===== config.mk =====
export PLATFORM = sky130hd
export DESIGN_NAME = irq_gate_check
export DESIGN_NICKNAME = d
export VERILOG_FILES = /design/src/rtl/irq_chk_pkg.sv /design/src/rtl/irq_gate_check.sv
export SDC_FILE = /design/constraint.sdc
export NUM_CORES = 1
export LEC_CHECK = 0
export ABC_AREA = 1
export BUFFER_PORTS_ARGS = -buffer_cell sky130_fd_sc_hd__buf_2
export CAP_MARGIN = 20
export CORE_UTILIZATION = 37
export DETAILED_ROUTE_END_ITERATION = 6
export PLACE_DENSITY = 0.8
export SETUP_SLACK_MARGIN = 0.02
export SLEW_MARGIN = 15
export SYNTH_ARGS = -nofsm -noshare
export SYNTH_HDL_FRONTEND = slang
export SYNTH_SLANG_ARGS = --single-unit
export TNS_END_PERCENT = 50

===== constraint.sdc =====
create_clock -name vclk -period 1.1
set_input_delay 0.055 -clock vclk [all_inputs]
set_output_delay 0.055 -clock vclk [all_outputs]
set_load 0.03 [all_outputs]

===== src/rtl/irq_chk_pkg.sv =====
package irq_chk_pkg;

   typedef enum logic [2:0] {
      P_NONE  = 3'd0,
      P_REAL  = 3'd1,
      P_TASK  = 3'd2,
      P_INTRA = 3'd3,
      P_INTER = 3'd4,
      P_V86   = 3'd5
   } path_e;

   typedef enum logic [1:0] {
      F_NONE = 2'd0,
      F_GP   = 2'd1,
      F_NP   = 2'd2
   } fault_e;

   typedef enum logic [1:0] {
      G_NONE = 2'd0,
      G_TASK = 2'd1,
      G_INTR = 2'd2,
      G_TRAP = 2'd3
   } gate_e;

endpackage


===== src/rtl/irq_gate_check.sv =====
module irq_gate_check
   import irq_chk_pkg::*;
#(
   parameter int VEC_W   = 8,
   parameter int LIMIT_W = 16,
   parameter int ERR_W   = 16
) (
   input  logic [VEC_W-1:0]   vector,
   input  logic               ext,
   input  logic [LIMIT_W-1:0] idt_limit,
   input  logic [1:0]         gate_kind,
   input  logic [1:0]         gate_dpl,
   input  logic               gate_present,
   input  logic [1:0]         cpl,
   output fault_e             fault,
   output logic [ERR_W-1:0]   err,
   output logic               is_task
);

   localparam int ENTRY_SHIFT = 3;
   localparam int END_W       = VEC_W + ENTRY_SHIFT;

   logic [LIMIT_W-1:0] entry_end;
   logic [ERR_W-1:0]   code_ext;
   logic [ERR_W-1:0]   code_sw;
   logic               bad_place;

   assign entry_end = LIMIT_W'({vector, {ENTRY_SHIFT{1'b1}}});
   assign code_ext  = ERR_W'({vector, 1'b0, 1'b1, ext});
   assign code_sw   = ERR_W'({vector, 1'b0, 1'b1, 1'b0});
   assign bad_place = (entry_end > idt_limit) || (gate_e'(gate_kind) == G_NONE);

   always_comb begin
      fault   = F_NONE;
      err     = '0;
      is_task = 1'b0;
      if (bad_place) begin
         fault = F_GP;
         err   = code_ext;
      end else if (!ext && (gate_dpl < cpl)) begin
         fault = F_GP;
         err   = code_sw;
      end else if (!gate_present) begin
         fault = F_NP;
         err   = code_ext;
      end else begin
         is_task = (gate_e'(gate_kind) == G_TASK);
      end
   end

   if (END_W > LIMIT_W) begin : g_bad_limit_w
      $error("idt limit narrower than a table entry end address");
   end

endmodule


==> Yosys cells after proc, flatten, opt, wreduce, memory -nomap -nowiden <==
Index checks and enable logic that the tools add are counted.
{ "word_totals": {"regBits": 0, "in_bits": 32} }
{ "op_classes": {"magnitude_cmp": 2, "eq_ne": 1, "muxes": 9, "reduce_logical": 4} }
{ "op_table": {"columns": ["op", "count"], "rows": [
  ["two-way mux 11 bit", 3],
  ["greater-than comparator 11 x 16 -> 1 bit", 1],
  ["two-way mux 2 bit", 3],
  ["two-way mux 1 bit", 3],
  ["equality test 2 x 1 -> 1 bit (second input constant)", 1],
  ["logical NOT 2 bit", 1],
  ["< comparator 2 bit", 1],
  ["logical AND 1 bit", 1],
  ["logical NOT 1 bit", 1],
  ["logical OR 1 bit", 1]
]} }

==> Longest topological paths before layout <==
{ "logic_depth": {"word_depth": 4, "ltp_mapped": 12} }

==> Worst setup path after synthesis <==
Ideal clock, no wire load.
{ "synth_timing": {"kind": "input-to-output", "start": "input idt_limit[9]", "end": "output fault[1]", "t_arrival_ns": 1.577, "required_ns": 1.045, "setup_slack_ns": -0.532, "path_stages": 10, "n_path_buf": 0, "cell_sequence": "inv_1 -> ha_1 -> nand2_1 -> nor2_2 -> nand3_1 -> nand2_1 -> inv_1 -> nand2_2 -> nand3_1 -> nor2_1"} }
{ "synth_via": {"elab_chain_cells": 3} }
{ "synth_rtl": {"columns": ["element", "line", "text"], "rows": [
  ["from (decl)", "irq_gate_check.sv:10", "input logic [LIMIT_W-1:0] idt_limit,"],
  ["greater-than comparator 11 x 16 -> 1 bit", "irq_gate_check.sv:31", "assign bad_place = (entry_end > idt_limit) || (gate_e'(gate_kind) == G_NONE);"],
  ["logical OR 1 bit", "irq_gate_check.sv:31", null],
  ["two-way mux 2 bit", "irq_gate_check.sv:37", "if (bad_place) begin"],
  ["to (decl)", "irq_gate_check.sv:15", "output fault_e fault,"]
]} }
Every way passes these cells.

==> Worst setup path in the final report <==
{ "layout_timing": {"start": "input idt_limit[7]", "end": "output err[6]"} }
{ "layout_via": {"elab_chain_cells": 3} }
{ "layout_rtl": {"columns": ["element", "line", "text"], "rows": [
  ["greater-than comparator 11 x 16 -> 1 bit", "irq_gate_check.sv:31", null],
  ["logical OR 1 bit", "irq_gate_check.sv:31", null],
  ["two-way mux 11 bit", "irq_gate_check.sv:37", null],
  ["to (decl)", "irq_gate_check.sv:16", "output logic [ERR_W-1:0] err,"]
]} }
Every way passes these cells.

==> implementation parameters <==
Parameter                              Value

Global routing
  Global-route wire length before repair    around 3.6 mm
  Number of global-route vias before repair    886
  Antenna violations before repair    0
  Maximum number of pins on one net before global-route repair    13
  Overflow after GRT    0
  Global routing usage summed across all routing layers    0.246

Floorplan
  Area of the core    approximately 1500 sq um
  Die area    1820 sq um
  Number of rows created at floorplan    14
  Die extent in y    ~43 um
  Top-Level Pins    51
  Overall die width    ~43 um
  Starting utilization of the core area    0.402

Outcome
  Violated checks    setup timing
  Run status    complete, but fails checks

Critical path
  Type of destination of the critical path    output port
  Critical Path Source Type    primary input
  Required time of the worst setup path    around 1.0 ns
  Worst Path Arrival    around 1.4 ns
  Type of the setup path with the least slack    primary input to output port
  Worst Path Max Fanout    4

Drt
  Per-cell via count in the routed design    approximately 5
  Post-DR wirelength/cell    approximately 12 um
  Routed WL    between 2 and 2.5 mm
  Antenna-violating nets left    0
  Count of unresolved DRC violations after routing    0
  First-pass iteration count of the detailed router    4
  Vias post-DR    about 900
  DR iter-0 viols    15

Yosys
  Synth top area cells    sky130_fd_sc_hd__nand2_1 20%, sky130_fd_sc_hd__ha_1 18%, sky130_fd_sc_hd__inv_1 11%, sky130_fd_sc_hd__nand3_1 11%, sky130_fd_sc_hd__a21boi_0 8.6%
  Cell area after synthesis    between 600 and 700 sq um
  Top-count cell post-synth    sky130_fd_sc_hd__nand2_1
  Instance count of the mapped netlist    ~110
  Proportion of netlist area held by the largest area contributor    0.202
  Cell taking the most area after synthesis    sky130_fd_sc_hd__nand2_1
  Fraction of the yosys area taken by sequential cells    0
  Mean instance size in the synthesized netlist    5.47 sq um
  Top post-synthesis cells by count    33 x sky130_fd_sc_hd__nand2_1, 18 x sky130_fd_sc_hd__inv_1, 13 x sky130_fd_sc_hd__nand3_1
  Synth warnings    0
  Count of cell types in the netlist    20

Finish
  Seq_cells    0
  Number of nets in the layout    between 200 and 250
  Layout fillers    96
  Clkbuf count    0
  Synthesis-to-finish area growth    106%
  Share of cells above drive strength 1    0.590
  Antenna cell count    0
  FF+latch area    0 sq um

Power
  Ratio of total power to cell area    approximately 500 nW/um^2
  IR Drop Worst-Case VDD    0.342 mV
  Pleak    around 0.7 nW
  Overall power after layout    approximately 0.00063 W

Placed design
  Number of buffers added on ports    45
  Final weighted congestion in routability-driven placement    just under 0.8
  DPL Wire Length    around 1.5 mm

Worst hold path
  Number of cells on the worst hold path    4
  Min-delay worst type    primary input to output port

STA
  Setup violations, final    13
  Highest Clock Rate    about 0.7 GHz
  Hold Worst Slack    0.440 ns
  Final max-slew violation count    0
  Minimum period implied by the final worst setup slack    1.43 ns
  Total negative slack for setup checks    -3.73 ns
  Unrepaired setup endpoints after global routing    true
  Final Cycle Share    1.30
  Worst path setup slack after routing    -0.333 ns
  Number of hold-slack violations in the final timing report    0

Flow run
  Maxcap violations    0
[final timing paths]
kind,endpoint,startpoint,slack (ns)
max,err[6],idt_limit[7],-0.33
min,err[3],vector[0],0.44
[repair_timing]
item                                    4_1_cts  5_1_grt
resized for setup                            56        8
hold buffers                                  0        0
pin swaps                                    23        0
endpoints found under the setup margin       13       13
buffers inserted                              1        0
[report_power, final]
part           internal, W  total (W)  switching (W)  leakage (nW)
sequential               0          0              0             0
clock                    0          0              0             0
combinational     0.000292   0.000632       0.000340         0.699
[placed cells by master (no fill, tap or decap), drive strengths merged]
cell type and count:
nor2 9, conb 6, or2 1, nor3b 1
a21boi 8, a21oi 2, nand4 2, inv 19
ha 9, o21ai 1, nand3 13, buf 59
nand2 36
[routing by layer]
metal / GRT usage / vias to the layer above / wire, um
met3: 0.00851 / 0 / 58
met4: 0.0375 / 0 / 0
met2: 0.500 / 28 / 1290
met5: 0 / - / 0
met1: 0.279 / 422 / 857
li1: - / 446 / -
[cell type report]
cell class | instances | area (sq um) | area share
tap | 16 | 20.0 | 0.0158
multi-input combinational | 88 | 659 | 0.521
timing repair buffer | 59 | 497 | 0.393
inverter | 19 | 88.8 | 0.0702
[stage by stage]
step	instance area (sq um)	setup WS, ns	std cells	utilization
2_1_floorplan	757	-0.136	117	-
3_3_place_gp	1030	-0.400	181	0.679
3_5_place_dp	1030	-0.449	181	0.679
4_1_cts	1240	-0.244	182	0.811
5_1_grt	1260	-0.380	182	0.830
6_report	1260	-0.333	182	0.830
[cell families after synthesis]
family,synth area share
AND/OR/NAND/NOR,0.445
buffers and inverters,0.243
adder cells (fa/ha/maj),0.184
other,0.00612
AO/OA/AOI/OAI,0.122
[worst max-delay path: stages]
cell	delay (ns)
sky130_fd_sc_hd__buf_6	0.07
sky130_fd_sc_hd__inv_2	0.03
sky130_fd_sc_hd__ha_4	0.28
sky130_fd_sc_hd__nand2_4	0.07
sky130_fd_sc_hd__nor2_4	0.12
sky130_fd_sc_hd__nand3_1	0.08
sky130_fd_sc_hd__nand2_1	0.08
sky130_fd_sc_hd__inv_2	0.05
sky130_fd_sc_hd__nand2_4	0.10
sky130_fd_sc_hd__buf_6	0.13
sky130_fd_sc_hd__nand3_1	0.08
sky130_fd_sc_hd__nand2_1	0.09
sky130_fd_sc_hd__buf_6	0.13
Power figures use the tool's default switching activity.
